--- config.mk ---
export PLATFORM = sky130hd
export DESIGN_NAME = disp_win_dec
export DESIGN_NICKNAME = d
export VERILOG_FILES = /design/src/rtl/disp_win_pkg.sv /design/src/rtl/disp_win_decode.sv /design/src/rtl/disp_win_ext.sv /design/src/rtl/disp_win_rom.sv /design/src/rtl/disp_win_dec.sv
export SDC_FILE = /design/constraint.sdc
export NUM_CORES = 1
export LEC_CHECK = 0
export BUFFER_PORTS_ARGS = -buffer_cell sky130_fd_sc_hd__buf_2
export CAP_MARGIN = 20
export CORE_ASPECT_RATIO = 1.5
export CORE_UTILIZATION = 57
export DETAILED_ROUTE_END_ITERATION = 7
export GPL_ROUTABILITY_DRIVEN = 0
export PLACE_DENSITY = 0.82
export SLEW_MARGIN = 20
export SYNTH_ARGS = -nofsm -noshare
export SYNTH_HDL_FRONTEND = slang
export SYNTH_SLANG_ARGS = --single-unit
--- constraint.sdc ---
create_clock -name clk_i -period 5.07 [get_ports clk_i]
set_clock_uncertainty 0.15 [all_clocks]
set_input_delay 0.7605 -clock clk_i [delete_from_list [all_inputs] [get_ports clk_i]]
set_output_delay 0.7605 -clock clk_i [all_outputs]
set_load 0.02 [all_outputs]
--- src/rtl/disp_win_pkg.sv ---
package disp_win_pkg;

  typedef enum logic [2:0] {RG_NONE, RG_ROM, RG_LEG, RG_IDX, RG_EXT} region_e;
  typedef enum logic [1:0] {ST_IDLE, ST_ONE, ST_TWO, ST_DONE} state_e;

  localparam logic [1:0] SZ_BYTE = 2'd0;
  localparam logic [1:0] SZ_HALF = 2'd1;
  localparam logic [1:0] SZ_WORD = 2'd2;

  localparam int unsigned ROM_BYTES = 256;
  localparam int unsigned EXT_OFF_SIZE = 0;
  localparam int unsigned EXT_OFF_ORDER = 4;

  function automatic logic [7:0] rom_body(logic [7:0] i);
    if (i == 8'd0 || i == 8'd7) return 8'h00;
    if (i < 8'd7) return 8'hFF;
    return 8'(i * 8'd7 + 8'd3);
  endfunction

  function automatic logic [7:0] rom_csum();
    logic [7:0] s;
    s = 8'h00;
    for (int i = 0; i < 255; i++) s = s + rom_body(8'(i));
    return 8'h00 - s;
  endfunction

endpackage

--- src/rtl/disp_win_decode.sv ---
module disp_win_decode
  import disp_win_pkg::*;
#(
  parameter int unsigned AW       = 12,
  parameter bit          ROM_EN   = 1'b1,
  parameter bit          EXT_EN   = 1'b1,
  parameter int unsigned ROM_BASE = 32'h000,
  parameter int unsigned LEG_BASE = 32'h400,
  parameter int unsigned LEG_SIZE = 32'h20,
  parameter int unsigned IDX_BASE = 32'h500,
  parameter int unsigned IDX_SIZE = 32'h16,
  parameter int unsigned EXT_BASE = 32'h600,
  parameter int unsigned EXT_SIZE = 32'h8
) (
  input  logic [AW-1:0] addr_i,
  output region_e       region_o,
  output logic [AW-1:0] off_o
);

  logic [31:0] a;
  assign a = 32'(addr_i);

  always_comb begin
    region_o = RG_NONE;
    off_o    = '0;
    if (ROM_EN && a >= ROM_BASE && a < ROM_BASE + ROM_BYTES) begin
      region_o = RG_ROM;
      off_o    = AW'(a - ROM_BASE);
    end else if (a >= LEG_BASE && a < LEG_BASE + LEG_SIZE) begin
      region_o = RG_LEG;
      off_o    = AW'(a - LEG_BASE);
    end else if (a >= IDX_BASE && a < IDX_BASE + IDX_SIZE) begin
      region_o = RG_IDX;
      off_o    = AW'(a - IDX_BASE);
    end else if (EXT_EN && a >= EXT_BASE && a < EXT_BASE + EXT_SIZE) begin
      region_o = RG_EXT;
      off_o    = AW'(a - EXT_BASE);
    end
  end

endmodule

--- src/rtl/disp_win_ext.sv ---
module disp_win_ext
  import disp_win_pkg::*;
#(
  parameter int unsigned EXT_SIZE = 8,
  parameter logic [31:0] MAGIC_BE = 32'hBEBEBEBE,
  parameter logic [31:0] MAGIC_LE = 32'h1E1E1E1E,
  localparam int unsigned OFF_W   = (EXT_SIZE > 1) ? $clog2(EXT_SIZE) : 1
) (
  input  logic             clk_i,
  input  logic             rst_ni,
  input  logic             we_i,
  input  logic [OFF_W-1:0] off_i,
  input  logic [31:0]      wdata_i,
  output logic [31:0]      rdata_o,
  output logic             be_o
);

  logic be_q;

  always_ff @(posedge clk_i or negedge rst_ni) begin
    if (!rst_ni) be_q <= 1'b0;
    else if (we_i && 32'(off_i) == EXT_OFF_ORDER) begin
      if (wdata_i == MAGIC_BE)      be_q <= 1'b1;
      else if (wdata_i == MAGIC_LE) be_q <= 1'b0;
    end
  end

  always_comb begin
    rdata_o = '0;
    if (32'(off_i) == EXT_OFF_SIZE)       rdata_o = 32'(EXT_SIZE);
    else if (32'(off_i) == EXT_OFF_ORDER) rdata_o = be_q ? MAGIC_BE : MAGIC_LE;
  end

  assign be_o = be_q;

endmodule

--- src/rtl/disp_win_rom.sv ---
module disp_win_rom
  import disp_win_pkg::*;
(
  input  logic [7:0]  off_i,
  input  logic [1:0]  size_i,
  output logic [31:0] rdata_o
);

  localparam logic [7:0] CSUM = rom_csum();

  logic [2:0] nbytes;
  assign nbytes = (size_i == SZ_BYTE) ? 3'd1 : (size_i == SZ_HALF) ? 3'd2 : 3'd4;

  for (genvar k = 0; k < 4; k++) begin : g_lane
    logic [8:0] idx;
    logic [7:0] val;
    assign idx = 9'(off_i) + 9'(k);
    always_comb begin
      val = 8'h00;
      if (3'(k) < nbytes && !idx[8])
        val = (idx[7:0] == 8'hFF) ? CSUM : rom_body(idx[7:0]);
    end
    assign rdata_o[8*k +: 8] = val;
  end

endmodule

--- src/rtl/disp_win_dec.sv ---
module disp_win_dec
  import disp_win_pkg::*;
#(
  parameter int unsigned AW       = 12,
  parameter int unsigned IDX_W    = 8,
  parameter bit          ROM_EN   = 1'b1,
  parameter bit          EXT_EN   = 1'b1,
  parameter int unsigned LEG_PORT = 32'h3C0,
  parameter int unsigned LEG_BASE = 32'h400,
  parameter int unsigned LEG_SIZE = 32'h20,
  parameter int unsigned IDX_BASE = 32'h500,
  parameter int unsigned IDX_SIZE = 32'h16,
  parameter int unsigned EXT_BASE = 32'h600,
  parameter int unsigned EXT_SIZE = 32'h8,
  parameter logic [31:0] MAGIC_BE = 32'hBEBEBEBE,
  parameter logic [31:0] MAGIC_LE = 32'h1E1E1E1E
) (
  input  logic             clk_i,
  input  logic             rst_ni,
  input  logic [AW-1:0]    addr_i,
  input  logic [31:0]      wdata_i,
  input  logic [1:0]       size_i,
  input  logic             rd_i,
  input  logic             wr_i,
  output logic [31:0]      rdata_o,
  output logic             done_o,
  output logic             lp_req_o,
  output logic             lp_we_o,
  output logic [15:0]      lp_port_o,
  output logic [7:0]       lp_wdata_o,
  input  logic [7:0]       lp_rdata_i,
  output logic             ix_load_o,
  output logic [IDX_W-1:0] ix_index_o,
  output logic             ix_rd_o,
  output logic             ix_wr_o,
  output logic [15:0]      ix_wdata_o,
  input  logic [15:0]      ix_rdata_i,
  output logic             be_o,
  output logic [7:0]       rev_o
);

  localparam int unsigned EXT_OW = (EXT_SIZE > 1) ? $clog2(EXT_SIZE) : 1;

  state_e        st_q, st_d;
  region_e       rg_d, rg_q;
  logic [AW-1:0] off_d, off_q;
  logic [1:0]    sz_q;
  logic [31:0]   wd_q;
  logic          wr_q;
  logic [31:0]   rdata_q, rdata_d;
  logic [31:0]   ext_rdata, rom_rdata;
  logic          ext_we;
  logic          sz_word;

  disp_win_decode #(
    .AW(AW), .ROM_EN(ROM_EN), .EXT_EN(EXT_EN), .ROM_BASE(32'h000),
    .LEG_BASE(LEG_BASE), .LEG_SIZE(LEG_SIZE), .IDX_BASE(IDX_BASE),
    .IDX_SIZE(IDX_SIZE), .EXT_BASE(EXT_BASE), .EXT_SIZE(EXT_SIZE)
  ) u_decode (
    .addr_i(addr_i), .region_o(rg_d), .off_o(off_d)
  );

  disp_win_ext #(
    .EXT_SIZE(EXT_SIZE), .MAGIC_BE(MAGIC_BE), .MAGIC_LE(MAGIC_LE)
  ) u_ext (
    .clk_i(clk_i), .rst_ni(rst_ni), .we_i(ext_we), .off_i(off_q[EXT_OW-1:0]),
    .wdata_i(wd_q), .rdata_o(ext_rdata), .be_o(be_o)
  );

  disp_win_rom u_rom (
    .off_i(off_q[7:0]), .size_i(sz_q), .rdata_o(rom_rdata)
  );

  assign sz_word = (sz_q == SZ_WORD);

  always_ff @(posedge clk_i or negedge rst_ni) begin
    if (!rst_ni) begin
      st_q    <= ST_IDLE;
      rg_q    <= RG_NONE;
      off_q   <= '0;
      sz_q    <= SZ_BYTE;
      wd_q    <= '0;
      wr_q    <= 1'b0;
      rdata_q <= '0;
    end else begin
      st_q    <= st_d;
      rdata_q <= rdata_d;
      if (st_q == ST_IDLE && (rd_i || wr_i)) begin
        rg_q  <= rg_d;
        off_q <= off_d;
        sz_q  <= size_i;
        wd_q  <= wdata_i;
        wr_q  <= wr_i;
      end
    end
  end

  // next state and read-data capture
  always_comb begin
    st_d    = st_q;
    rdata_d = rdata_q;
    unique case (st_q)
      ST_IDLE: if (rd_i || wr_i) begin
        st_d    = ST_ONE;
        rdata_d = '0;
      end
      ST_ONE: begin
        st_d = ST_DONE;
        unique case (rg_q)
          RG_LEG: begin
            if (!wr_q) rdata_d[7:0] = lp_rdata_i;
            if (sz_q != SZ_BYTE) st_d = ST_TWO;
          end
          RG_IDX: st_d = ST_TWO;
          RG_EXT: if (!wr_q && sz_word) rdata_d = ext_rdata;
          RG_ROM: if (!wr_q) rdata_d = rom_rdata;
          default: ;
        endcase
      end
      ST_TWO: begin
        st_d = ST_DONE;
        if (!wr_q) begin
          if (rg_q == RG_LEG)      rdata_d[15:8] = lp_rdata_i;
          else if (rg_q == RG_IDX) rdata_d = {16'h0000, ix_rdata_i};
        end
      end
      ST_DONE: st_d = ST_IDLE;
      default: st_d = ST_IDLE;
    endcase
  end

  // downstream strobes
  always_comb begin
    lp_req_o   = 1'b0;
    lp_we_o    = 1'b0;
    lp_port_o  = 16'(LEG_PORT) + 16'(off_q);
    lp_wdata_o = wd_q[7:0];
    ix_load_o  = 1'b0;
    ix_rd_o    = 1'b0;
    ix_wr_o    = 1'b0;
    ext_we     = 1'b0;
    if (st_q == ST_ONE) begin
      unique case (rg_q)
        RG_LEG: begin
          lp_req_o = 1'b1;
          lp_we_o  = wr_q;
        end
        RG_IDX: ix_load_o = 1'b1;
        RG_EXT: ext_we = wr_q && sz_word;
        default: ;
      endcase
    end else if (st_q == ST_TWO) begin
      if (rg_q == RG_LEG) begin
        lp_req_o   = 1'b1;
        lp_we_o    = wr_q;
        lp_port_o  = 16'(LEG_PORT) + 16'(off_q) + 16'd1;
        lp_wdata_o = wd_q[15:8];
      end else if (rg_q == RG_IDX) begin
        ix_rd_o = !wr_q;
        ix_wr_o = wr_q;
      end
    end
  end

  assign ix_index_o = IDX_W'(off_q >> 1);
  assign ix_wdata_o = wd_q[15:0];
  assign rdata_o    = rdata_q;
  assign done_o     = (st_q == ST_DONE);
  assign rev_o      = EXT_EN ? 8'd2 : 8'd1;

endmodule

==> reports/metrics.yaml <==
dp_hpwl_um: 17200
firstDrtPassIters: 6
grt_setup_unrepaired: "false"
syn_area_sq_um: 8350
portBuffers: 157
post_drt_via_cell_ratio: 5.83
synth.top_cell.area_share: 0.255
grt_pass1_wl_um: 36000
cts-root-buf: "clkbuf_16"
yosys_warnings: 0
endpoint_kind: "flip-flop"
slew-limit-headroom: 0.479
slew_viol_final: 0
cp.buffers_inverters: 3
cp.arrival_ps: 4400
timing.max_cap.violations: 0
wl_per_cell_um: 17.1
drc: 0
cts_buffers: 9
crit_top_cell: "ha_1"
cts.sink_count: 85
min_path_type: "in2async"
post-cts-setup-buffers: 0
die_area_sq_um: 15200
yosys-top-cells-area: "dfrtp_1, ha_1, nand2_1, xnor2_1, o21ai_0"
setup_viol: 0
die_h_um: 150
io_pins: 169
async_reset_ff_frac: 1.00
path_max_fanout: 14
antenna_found_initial: 0
synth_edf_count: 0
period_share: 0.852
num_antenna_cells: 0
grt-ovfl-total: 0
max_stage_delay_ps: 360
ant_nets: 0
hold_violations: 0
peakVddDrop_v: 0.000448
p_total_mw: 7.52
wl_um: 22400
syn_inst: 1011
grt_max_degree: 56
fmax_mhz: 231
worstMarginPinSlew_ps: 777
synth-main-ff-cell: "dfrtp_1"
fin_nets: 1288
vias: 7625
post_cts_resized: 0
yosysUniqueCellTypes: 81
critical-path-top-delay-family: "adder cells"
synth.avg_cell_area_sq_um: 8.26
ys_seq_elements: 85
placementRows: 53
initial_core_util: 0.589
required_ps: 5150
status: "completed"
grt_use_total: 0.304
path_cells: "buf_4, ha_1, nand2_1, xnor2_2, inv_1, ha_1, xor2_1, ha_1, ha_1, inv_1, o21bai_1, a31oi_1, o41a_1, a32oi_1, o21ai_1"
slowest_stage: "dfrtp_1"
core_sq_um: 14200
clkSlewWorstSetupHoldPaths_ps: 60
die_w_um: 101
fin_util: 0.657
clock_latency_ps: 350
p_leak_nw: 4.76
area_growth_pct: 11.7
powerDensity_nw_per_um2: 806
drive_gt1_frac: 0.185
h-tree-depth: 3
postCtsHoldBufs: 0
cts_buffer_depth: 2
ys_seq_area_frac: 0.255
drtIter0Drc: 455
synth.most_common_cell: "nand2_1"
setup_tns_ps: 0
cts_tree: "built"
grt_pass1_vias: 7460
ys_top_cells_by_count: "nand2_1, ha_1, dfrtp_1"
min_period_ps: 4320
synth_top_cell_by_area: "dfrtp_1"
crit_type: "reg2reg"
critPathLaunchType: "flip-flop"
## through the flow
stage	hold WS (ps)	std cells	worst slack (ps)	area, sq um
global placement	297	1292	1020	8980
global route	221	1308	525	9330
finish	190	1308	750	9330
floorplan	287	1020	1190	8390
CTS	203	1308	803	9330
detailed placement	301	1292	821	8980
## power breakdown
part,switching [mW],total [mW],internal (mW),leakage [nW]
sequential,0.333,1.27,0.933,1.11
clock,0.295,0.780,0.485,0.170
combinational,3.26,5.47,2.21,3.49
total,3.89,7.52,3.62,4.76
## flip-flops by register name (all words and copies together) (netlist names)
name and count:
st_q 2, rdata_o 32, sz_q 2, wd_q 32, off_q 12, wr_q 1
u_ext.be_o 1, rg_q 3
## cells by family after synthesis
family / share of synthesized area
fa+ha+maj: 0.166
buf+inv: 0.0893
mux: 0.0166
xor+xnor: 0.0830
flops: 0.255
simple gates: 0.193
compound gates: 0.197
other cells: 0.000899
## metal layers
layer  wire [um]  up-vias  track usage
met2       11600      323        0.550
li1            -     3646            -
met4        1200        0        0.176
met5           0        -            0
met1        8320     3567        0.331
met3        1300       89       0.0501
## worst paths after layout
kind                                    startpoint                       to  slack (ps)  cells past startpoint
setup / recovery              off_q[1]$_DFFE_PN0P_  rdata_o[15]$_DFFE_PN0P_         750                     15
hold / removal                              rst_ni  rdata_o[20]$_DFFE_PN0P_         190                      1
setup reg to reg              off_q[1]$_DFFE_PN0P_  rdata_o[15]$_DFFE_PN0P_         750                     15
hold reg to reg            rdata_o[24]$_DFFE_PN0P_  rdata_o[24]$_DFFE_PN0P_         310                      2
max in group asynchronous                   rst_ni     wd_q[29]$_DFFE_PN0P_        3550                      2
min in group clk_i         rdata_o[24]$_DFFE_PN0P_  rdata_o[24]$_DFFE_PN0P_         310                      2
## placed cells by master, fill, tap and decap left out, types with 9 or more instances in the layout
cell type / n
a22o_1: 22
nand3_1: 13
fa_1: 13
buf_4: 9
nor3_1: 14
nand2_1: 193
o21ai_0: 63
clkbuf_16: 9
o31ai_1: 9
conb_1: 11
xor2_1: 14
o21bai_1: 11
a22oi_1: 11
ha_1: 90
inv_1: 63
dfrtp_1: 85
a21oi_1: 53
nand4_1: 11
nor2b_1: 12
buf_2: 156
xnor2_1: 53
a21o_1: 16
nor2_1: 40
## area by class of cell
cell class,count,area (sq um)
multi-input combinational,786,5530
fill,1228,4860
sequential,85,2130
timing repair buffer,165,848
inverter,64,240
tap,192,240
clock buffer,9,225
clock inverter,7,121
(Power assumes the default switching activity.)
